==> src/rtl/bseq_pkg.sv <==
package bseq_pkg;

    typedef enum logic [2:0] {
        S_IDLE = 3'd0,
        S_T1   = 3'd1,
        S_T2   = 3'd2,
        S_T3   = 3'd3,
        S_TW   = 3'd4,
        S_T4   = 3'd5,
        S_HOLD = 3'd6
    } bstate_e;

    // mode bits carried with a transfer for its whole life
    typedef struct packed {
        logic       write;
        logic       mem;
        logic       hi;
        logic [1:0] seg;
        logic       ie;
    } bmode_t;

endpackage

==> src/rtl/bseq_fsm.sv <==
module bseq_fsm
    import bseq_pkg::*;
(
    input  logic    clk,
    input  logic    rst_n,
    input  logic    req_valid,
    input  logic    hold_req,
    input  logic    rdy,
    output bstate_e state,
    output logic    take
);

    bstate_e nxt;

    // a cycle may start only at a cycle boundary, and hold wins over it
    assign take = ((state == S_IDLE) || (state == S_T4)) && req_valid && !hold_req;

    always_ff @(posedge clk or negedge rst_n) begin
        if (!rst_n) state <= S_IDLE;
        else        state <= nxt;
    end

    always_comb begin
        nxt = state;
        unique case (state)
            S_IDLE, S_T4: begin
                if (hold_req)       nxt = S_HOLD;
                else if (req_valid) nxt = S_T1;
                else                nxt = S_IDLE;
            end
            S_T1:   nxt = S_T2;
            S_T2:   nxt = S_T3;
            S_T3, S_TW: nxt = rdy ? S_T4 : S_TW;
            S_HOLD: nxt = hold_req ? S_HOLD : S_IDLE;
            default: nxt = S_IDLE;
        endcase
    end

endmodule

==> src/rtl/bseq_req.sv <==
module bseq_req
    import bseq_pkg::*;
#(
    parameter int ADDR_W = 20,
    parameter int DATA_W = 16
) (
    input  logic              clk,
    input  logic              rst_n,
    input  bstate_e           state,
    input  logic              take,
    input  bmode_t            mode_in,
    input  logic [ADDR_W-1:0] addr_in,
    input  logic [DATA_W-1:0] wdata_in,
    input  logic              rdy,
    input  logic [DATA_W-1:0] bus_in,
    output bmode_t            mode_q,
    output logic [ADDR_W-1:0] addr_q,
    output logic [DATA_W-1:0] wdata_q,
    output logic [DATA_W-1:0] rdata_q
);

    logic last_data_state;

    // T3 or a wait state that ends with ready: the data phase closes here
    assign last_data_state = ((state == S_T3) || (state == S_TW)) && rdy;

    always_ff @(posedge clk or negedge rst_n) begin
        if (!rst_n) begin
            mode_q  <= '{write: 1'b0, mem: 1'b1, hi: 1'b0, seg: 2'b10, ie: 1'b0};
            addr_q  <= '0;
            wdata_q <= '0;
        end else if (take) begin
            mode_q  <= mode_in;
            addr_q  <= addr_in;
            wdata_q <= wdata_in;
        end
    end

    always_ff @(posedge clk or negedge rst_n) begin
        if (!rst_n)                               rdata_q <= '0;
        else if (last_data_state && !mode_q.write) rdata_q <= bus_in;
    end

endmodule

==> src/rtl/bseq_pads.sv <==
module bseq_pads
    import bseq_pkg::*;
#(
    parameter int ADDR_W = 20,
    parameter int DATA_W = 16
) (
    input  bstate_e                  state,
    input  bmode_t                   mode_q,
    input  logic [ADDR_W-1:0]        addr_q,
    input  logic [DATA_W-1:0]        wdata_q,
    output logic                     adr_latch,
    output logic [DATA_W-1:0]        bus_out,
    output logic                     bus_oe,
    output logic [ADDR_W-DATA_W-1:0] ust_out,
    output logic                     ust_oe,
    output logic                     hi_byte_n,
    output logic                     hi_byte_oe,
    output logic                     mem_sel,
    output logic                     dir_tx,
    output logic                     rd_strb_n,
    output logic                     wr_strb_n,
    output logic                     dat_en_n,
    output logic                     ctl_oe
);

    localparam int UP_W = ADDR_W - DATA_W;

    logic [UP_W-1:0] status;

    // status word: seg in bits 1:0, interrupt flag in bit 2, rest zero
    always_comb begin
        status    = '0;
        status[1:0] = mode_q.seg;
        status[2]   = mode_q.ie;
    end

    always_comb begin
        adr_latch  = 1'b0;
        bus_out    = wdata_q;
        bus_oe     = 1'b0;
        ust_out    = status;
        ust_oe     = 1'b0;
        hi_byte_n  = 1'b1;
        hi_byte_oe = 1'b0;
        mem_sel    = mode_q.mem;
        dir_tx     = mode_q.write;
        rd_strb_n  = 1'b1;
        wr_strb_n  = 1'b1;
        dat_en_n   = 1'b1;
        ctl_oe     = 1'b1;
        unique case (state)
            S_IDLE: begin
            end
            S_T1: begin
                adr_latch  = 1'b1;
                bus_out    = addr_q[DATA_W-1:0];
                bus_oe     = 1'b1;
                ust_out    = addr_q[ADDR_W-1:DATA_W];
                ust_oe     = 1'b1;
                hi_byte_n  = ~mode_q.hi;
                hi_byte_oe = 1'b1;
            end
            S_T2: begin
                bus_oe     = mode_q.write;
                ust_oe     = 1'b1;
                hi_byte_n  = 1'b0;
                hi_byte_oe = 1'b1;
                wr_strb_n  = ~mode_q.write;
                dat_en_n   = 1'b0;
            end
            S_T3, S_TW: begin
                bus_oe     = mode_q.write;
                ust_oe     = 1'b1;
                hi_byte_n  = 1'b0;
                hi_byte_oe = 1'b1;
                wr_strb_n  = ~mode_q.write;
                rd_strb_n  = mode_q.write;
                dat_en_n   = 1'b0;
            end
            S_T4: begin
                bus_oe     = mode_q.write;
                ust_oe     = 1'b1;
                hi_byte_n  = 1'b0;
                hi_byte_oe = 1'b1;
                dat_en_n   = 1'b0;
            end
            S_HOLD: begin
                ctl_oe     = 1'b0;
            end
            default: begin
            end
        endcase
    end

endmodule

==> src/rtl/bseq_top.sv <==
module bseq_top
    import bseq_pkg::*;
#(
    parameter int ADDR_W = 20,
    parameter int DATA_W = 16,
    localparam int UP_W  = ADDR_W - DATA_W
) (
    input  logic              clk,
    input  logic              rst_n,
    input  logic              req_valid,
    input  logic              req_write,
    input  logic              req_mem,
    input  logic [ADDR_W-1:0] req_addr,
    input  logic [DATA_W-1:0] req_wdata,
    input  logic              req_hi,
    input  logic [1:0]        req_seg,
    input  logic              req_ie,
    output logic              req_take,
    output logic              done,
    output logic [DATA_W-1:0] rdata,
    output logic              adr_latch,
    output logic [DATA_W-1:0] bus_out,
    output logic              bus_oe,
    input  logic [DATA_W-1:0] bus_in,
    output logic [UP_W-1:0]   ust_out,
    output logic              ust_oe,
    output logic              hi_byte_n,
    output logic              hi_byte_oe,
    output logic              mem_sel,
    output logic              dir_tx,
    output logic              rd_strb_n,
    output logic              wr_strb_n,
    output logic              dat_en_n,
    output logic              ctl_oe,
    input  logic              rdy,
    input  logic              hold_req,
    output logic              hold_ack
);

    bstate_e           state;
    bmode_t            mode_in;
    bmode_t            mode_q;
    logic [ADDR_W-1:0] addr_q;
    logic [DATA_W-1:0] wdata_q;

    assign mode_in = '{write: req_write, mem: req_mem, hi: req_hi, seg: req_seg, ie: req_ie};

    bseq_fsm u_fsm (
        .clk       (clk),
        .rst_n     (rst_n),
        .req_valid (req_valid),
        .hold_req  (hold_req),
        .rdy       (rdy),
        .state     (state),
        .take      (req_take)
    );

    bseq_req #(.ADDR_W(ADDR_W), .DATA_W(DATA_W)) u_req (
        .clk      (clk),
        .rst_n    (rst_n),
        .state    (state),
        .take     (req_take),
        .mode_in  (mode_in),
        .addr_in  (req_addr),
        .wdata_in (req_wdata),
        .rdy      (rdy),
        .bus_in   (bus_in),
        .mode_q   (mode_q),
        .addr_q   (addr_q),
        .wdata_q  (wdata_q),
        .rdata_q  (rdata)
    );

    bseq_pads #(.ADDR_W(ADDR_W), .DATA_W(DATA_W)) u_pads (
        .state      (state),
        .mode_q     (mode_q),
        .addr_q     (addr_q),
        .wdata_q    (wdata_q),
        .adr_latch  (adr_latch),
        .bus_out    (bus_out),
        .bus_oe     (bus_oe),
        .ust_out    (ust_out),
        .ust_oe     (ust_oe),
        .hi_byte_n  (hi_byte_n),
        .hi_byte_oe (hi_byte_oe),
        .mem_sel    (mem_sel),
        .dir_tx     (dir_tx),
        .rd_strb_n  (rd_strb_n),
        .wr_strb_n  (wr_strb_n),
        .dat_en_n   (dat_en_n),
        .ctl_oe     (ctl_oe)
    );

    assign done     = (state == S_T4);
    assign hold_ack = (state == S_HOLD);

endmodule

==> config.mk <==
export PLATFORM = sky130hd
export DESIGN_NAME = bseq_top
export DESIGN_NICKNAME = d
export VERILOG_FILES = /design/src/rtl/bseq_pkg.sv /design/src/rtl/bseq_fsm.sv /design/src/rtl/bseq_req.sv /design/src/rtl/bseq_pads.sv /design/src/rtl/bseq_top.sv
export SDC_FILE = /design/constraint.sdc
export NUM_CORES = 1
export LEC_CHECK = 0
export BUFFER_PORTS_ARGS = -buffer_cell sky130_fd_sc_hd__buf_2
export CAP_MARGIN = 0
export CORE_MARGIN = 2
export CORE_UTILIZATION = 45
export DETAILED_ROUTE_END_ITERATION = 8
export PLACE_DENSITY_LB_ADDON = 0.3
export SKIP_CTS_REPAIR_TIMING = 1
export SYNTH_ARGS = -nofsm -noshare
export SYNTH_HDL_FRONTEND = slang
export SYNTH_HIERARCHICAL = 1
export SYNTH_SLANG_ARGS = --single-unit
==> constraint.sdc <==
create_clock -name clk -period 1.8 [get_ports clk]
set_input_delay 0.36 -clock clk [delete_from_list [all_inputs] [get_ports clk]]
set_output_delay 0.36 -clock clk [all_outputs]
set_load 0.1 [all_outputs]
==> flow_summary.yaml, run 1 <==
detailed_routing:
  routed_via_density: 5.495
  vias: 2610
  drc_errors: 0
  avgRoutedWirePerCell_um: 17.07
  wl_um: 8106
  drtAntennaViolNets: 0
  firstDrtPassIters: 5
  drt_iter0_markers: 118
timing:
  maxSlewViolCount: 0
  fin_skew_ns: 0.009183
  relSlewSlack: 0.6766
  setup_viol: 47
  post-route-period-util: 1.161
  layout_min_cycle_time_ns: 2.091
  tightest_slew_ns: 0.4884
  hold_viol_final: 0
  fmax_mhz: 478.3
  layout_setup_ws_ns: -0.2906
  rsz0062_at_grt: "yes"
  setup_tns_ns: -6.314
synthesis:
  synth_edf_count: 0
  synth_top_flop_cell: "dfrtp_1"
  async_flop_share: 1.000
  yosys.area.top_type: "dfrtp_1"
  netlist_area_sq_mm: 0.003218
  synth_most_common_cell: "dfrtp_1"
  synth_fa_ha_area_frac: 0.003499
  synth_nets: 319
  ys.warnings.count: 6
  synth_cells: 256
  synth-compound-area-share: 0.1415
  synth_top_family_by_area: "multiplexers"
  synth_top_area_frac: 0.4588
  synth_cell_types: 39
  synth-seq-cells: 61
  avgSynthCellArea_sq_um: 12.57
  synthTopCellsByCount: "dfrtp_1 (59), mux2_2 (46), a211oi_1 (33), o32ai_1 (16), mux2_1 (15)"
  yosysSeqAreaShare: 0.4751
  yosys.area_share.xor_xnor: 0.005443
  synthTopCellsByArea: "dfrtp_1 (46%), mux2_2 (16%), a211oi_1 (7.7%), mux2_1 (5.2%), o32ai_1 (4.4%)"
  synth-simple-area-share: 0.09215
  synth_mux_area_frac: 0.2197
cells_and_area:
  syn_to_final_growth_pct: 51.59
  drive_above_1_share: 0.6280
  antenna_cells: 0
  fill_cells: 513
  finalNetCount: 438
  multi_input_area_sq_mm: 0.001674
  seq_area_sq_mm: 0.001533
global_route:
  met3_usage: 0.06530
  grt_busiest_layer: "met2"
  track_usage: 0.2002
  grt_pass1_wl_um: 12190
  grtUsageMet2: 0.3124
  antenna_found_initial: 0
  grt_pass1_vias: 2475
  grt-ovfl-total: 0
  met1_usage: 0.2787
  grt_max_degree: 62
clock_tree:
  cts_buffer_depth: 2
  cts_buffers: 9
  insertion_delay_ns: 0.32
  root_buffer: "clkbuf_8"
  clock-sinks: 61
  htree_levels: 3
  path_clk_slew_ns: 0.06
  cts_tree: "yes"
placed_design:
  port_buffers: 112
  place_congestion: 0.7340
  dp_hpwl_um: 5501
critical_path:
  rr_startpoint: "u_fsm/state[2]"
  end_kind: "output pin"
  worst_path_most_repeated_cell: "buf_12"
  critPathKind: "flop to output pin"
  worstPathMaxFanout: 9
  cp_top_family: "buffers and inverters"
  r2r_slack_ns: -0.03
  cpPeakStageDelay_ns: 0.42
  r2r_end: "u_req/addr_q[5]"
  cp_num_buf_inv: 3
  critPathLaunchType: "flop"
  path_cells: "nor3b_4 > buf_4 > buf_12 > mux2_4 > buf_12"
  crit_path_top_delay_cell: "dfrtp_2"
  critPathArrivalTime_ns: 1.73
  cp_data_required_time_ns: 1.44
  rr_worst_depth: 6
flow_run:
  drv_cap: 0
floorplanning:
  die_area_sq_mm: 0.007844
  die_h_um: 88.57
  die_x_um: 88.57
  ios: 113
  row_count: 30
  initial_core_util: 0.4685
  core_sq_mm: 0.006869
outcome:
  violations: "negative setup slack"
  status: "finished, violations left"
min_path:
  hold_class: "input port to async pin"
## cell usage in the layout (no fill, tap or decap), drive strengths merged
cell type and count:
buf 135, mux2 61, dfrtp 59, a211oi 33, nor3 19, o32ai 16
clkbuf 12, clkinv 4, nand2b 3, and3b 3, o21ai 3, clkinvlp 2
nor2b 2, inv 2, xnor2 2, nand3b 2, dfstp 2, mux2i 2
nor3b 2, a221oi 1, nand2 1, a22oi 1, o22ai 1, nor2 1
maj3 1, a221o 1, and3 1, a21o 1, a21oi 1, o21bai 1
and2 1, and4b 1, and4bb 1, or3b 1
## metal layers
layer | vias up | routed length, um | part of all wire
met4 | 0 | 42 | 0.0052
met5 | - | 0 | 0
met2 | 94 | 3997 | 0.49
met1 | 1296 | 3561 | 0.44
li1 | 1216 | - | -
met3 | 4 | 506 | 0.062
## worst max-delay path by stage
stage	end	start	slack [ns]	cells after the start
after CTS	bus_out[5]	u_fsm/state[1]	-0.35	4
after detailed placement	u_req/rdata_q[12]	u_fsm/state[1]	-0.04	4
final	bus_out[5]	u_fsm/state[1]	-0.29	5
after floorplan	ust_oe	u_fsm/state[2]	-0.15	4
after global placement	bus_out[2]	u_fsm/state[2]	0.04	4
after global routing	bus_out[5]	u_fsm/state[1]	-0.36	5
## worst reg2reg max path, stage by stage, from the launching register on
cell and delay (ns):
dfrtp_2 0.39, buf_6 0.25, xnor2_2 0.15, and3_4 0.20, buf_4 0.13, buf_12 0.20
mux2_2 0.38
## through the flow
| step | worst slack [ns] | std cells | area (sq um) | hold WS (ns) | util |
|---|---|---|---|---|---|
| after global placement | 0.04038 | 451 | 4556 | 0.3930 | 0.6632 |
| after detailed placement | -0.03668 | 451 | 4556 | 0.3912 | 0.6632 |
| after global routing | -0.3575 | 475 | 4878 | 0.05043 | 0.7102 |
| final | -0.2906 | 475 | 4878 | 0.03289 | 0.7102 |
| after floorplan | -0.1485 | 256 | 3437 | 0.06441 | - |
| after CTS | -0.3470 | 466 | 4721 | 0.04441 | 0.6873 |
## sequential cells by signal (all words and copies together), names as in the netlist
signal	flops
u_fsm/state	3
u_req/addr_q	20
u_req/mode_q	6
u_req/rdata_q	16
u_req/wdata_q	16
## cell families after synthesis
| kind of cell | after synthesis |
|---|---|
| multiplexers | 63 |
| flip-flops | 61 |
| AO/OA/AOI/OAI | 59 |
| AND/OR/NAND/NOR | 38 |
| buffers and inverters | 32 |
| XOR/XNOR | 2 |
| adder cells (fa/ha/maj) | 1 |
## cell type report
cell class / instances / share of cell area
clock inverters: 5 / 0.005642
clock buffers: 10 / 0.02821
flip-flops and latches: 61 / 0.3142
multi-input cells: 163 / 0.3432
repair buffers: 137 / 0.2811
well taps: 96 / 0.02462
inverters: 3 / 0.003078
Power of run 1 is left out: the tool's default activity adds up to more than one toggle a clock period on the data nets, which glitch-free logic cannot reach.
==> run 2, diff against run 1 <==
MAX_ROUTING_LAYER = met4   (was not set)
==> run 2 against run 1 <==
  * The run still ends with negative setup slack left
  * Via count grew 0.57%
  * Cell area did not move
  * Maximum frequency about the same
  * Critical path depth unchanged
  * Core utilization unchanged
  * Routed wire length increased by 1.0%
  * Flip-flop and latch count unchanged
  * Register-to-register slack barely moved
  * Sequential share of layout area unchanged
  * Critical endpoint unchanged
  * Highest routed layer unchanged
==> flow_summary.yaml, run 2 (synthesis gave the netlist of run 1 again) <==
outcome:
  status: "finished, violations left"
  violations: "negative setup slack"
timing:
  hold_ws_ns: 0.04380
  post-route-period-util: 1.162
  hold_viol_final: 0
  fmax_mhz: 478.0
  rsz0062_at_grt: "yes"
  tightest_slew_ns: 0.4879
  relSlewSlack: 0.6770
  fin_skew_ns: 0.009223
  setup_viol: 48
  layout_min_cycle_time_ns: 2.092
  layout_setup_ws_ns: -0.2921
  maxSlewViolCount: 0
cells_and_area:
  largest_register_ff_count: 20
  syn_to_final_growth_pct: 51.59
  final_common_cell: "buf_2"
  fin_util: 0.7102
  antenna_cells: 0
  fin_cells: 475
  top_register: "u_req/addr_q"
  top_regs: "u_req/addr_q x20, u_req/rdata_q x16, u_req/wdata_q x16"
  seq_area_sq_mm: 0.001533
  drive_above_1_share: 0.6280
  layout_common_cells: "buf_2 (80), dfrtp_1 (56), buf_12 (40)"
  multi_input_area_sq_mm: 0.001674
  fill_cells: 513
  finalNetCount: 438
  final_area_sq_mm: 0.004878
detailed_routing:
  firstDrtPassIters: 4
  wl_um: 8191
  drt_iter0_markers: 125
  avgRoutedWirePerCell_um: 17.24
  drc_errors: 0
  routed_via_density: 5.526
  vias: 2625
  drtAntennaViolNets: 0
floorplanning:
  die_x_um: 88.57
  core_sq_mm: 0.006869
  initial_core_util: 0.4685
  row_count: 30
  die_h_um: 88.57
  die_area_sq_mm: 0.007844
  ios: 113
clock_tree:
  path_clk_slew_ns: 0.07
  cts_buffer_depth: 2
  insertion_delay_ns: 0.32
  clock-sinks: 61
  htree_levels: 3
  cts_tree: "yes"
  root_buffer: "clkbuf_8"
  cts_buffers: 9
min_path:
  hold_class: "input port to async pin"
global_route:
  grt-ovfl-total: 0
  grt_max_degree: 62
  grt_pass1_vias: 2478
  antenna_found_initial: 0
  grt_pass1_wl_um: 12200
  track_usage: 0.2066
placed_design:
  place_congestion: 0.7430
  dp_cells: 451
  port_buffers: 112
  place_area_sq_mm: 0.004556
  dp_hpwl_um: 5501
critical_path:
  critPathKind: "flop to output pin"
  critPathArrivalTime_ns: 1.73
  worstPathMaxFanout: 9
  critPathLaunchType: "flop"
  cp_data_required_time_ns: 1.44
  end_kind: "output pin"
flow_run:
  drv_cap: 0
==> run 2: layout make-up <==
type | instances | area share
clock buffers | 10 | 0.02821
clock inverters | 5 | 0.005642
inverters | 3 | 0.003078
multi-input cells | 163 | 0.3432
flip-flops and latches | 61 | 0.3142
well taps | 96 | 0.02462
repair buffers | 137 | 0.2811
==> run 2: worst max-delay path, stage by stage, from the launching register on <==
cell and delay (ns):
dfrtp_2 0.42, nor3b_4 0.20, buf_4 0.16, buf_12 0.14
mux2_4 0.32, buf_12 0.17
==> run 2: worst paths after layout <==
| check | start | end | slack, ns | depth (start not counted) |
|---|---|---|---|---|
| setup reg to reg | u_fsm/state[2] | u_req/addr_q[5] | -0.03 | 6 |
| min in group clk | req_wdata[14] | u_req/wdata_q[14] | 0.26 | 2 |
| max in group asynchronous | rst_n | u_req/mode_q[4] | 1.45 | 2 |
| hold / removal | rst_n | u_req/addr_q[4] | 0.04 | 2 |
| setup / recovery | u_fsm/state[1] | bus_out[5] | -0.29 | 5 |
| hold reg to reg | u_req/wdata_q[15] | u_req/wdata_q[15] | 0.50 | 1 |
==> run 2: metal layers <==
metal  global-route usage  vias up  share of wire  wire length, um
li1                     -     1221              -                -
met1               0.2842     1294           0.45             3718
met3              0.05970        8          0.056              460
met5                    -        -              0                0
met4              0.03581        0         0.0062               51
met2               0.3110      102           0.48             3960
==> run 2: metrics by stage <==
stage,worst slack [ns],setup TNS (ns)
finish,-0.2921,-6.402
global route,-0.3575,-10.06
CTS,-0.3470,-7.678
detailed placement,-0.03668,-0.04121
global placement,0.04038,0
floorplan,-0.1485,-5.092
Power of run 2 is left out for the same reason.
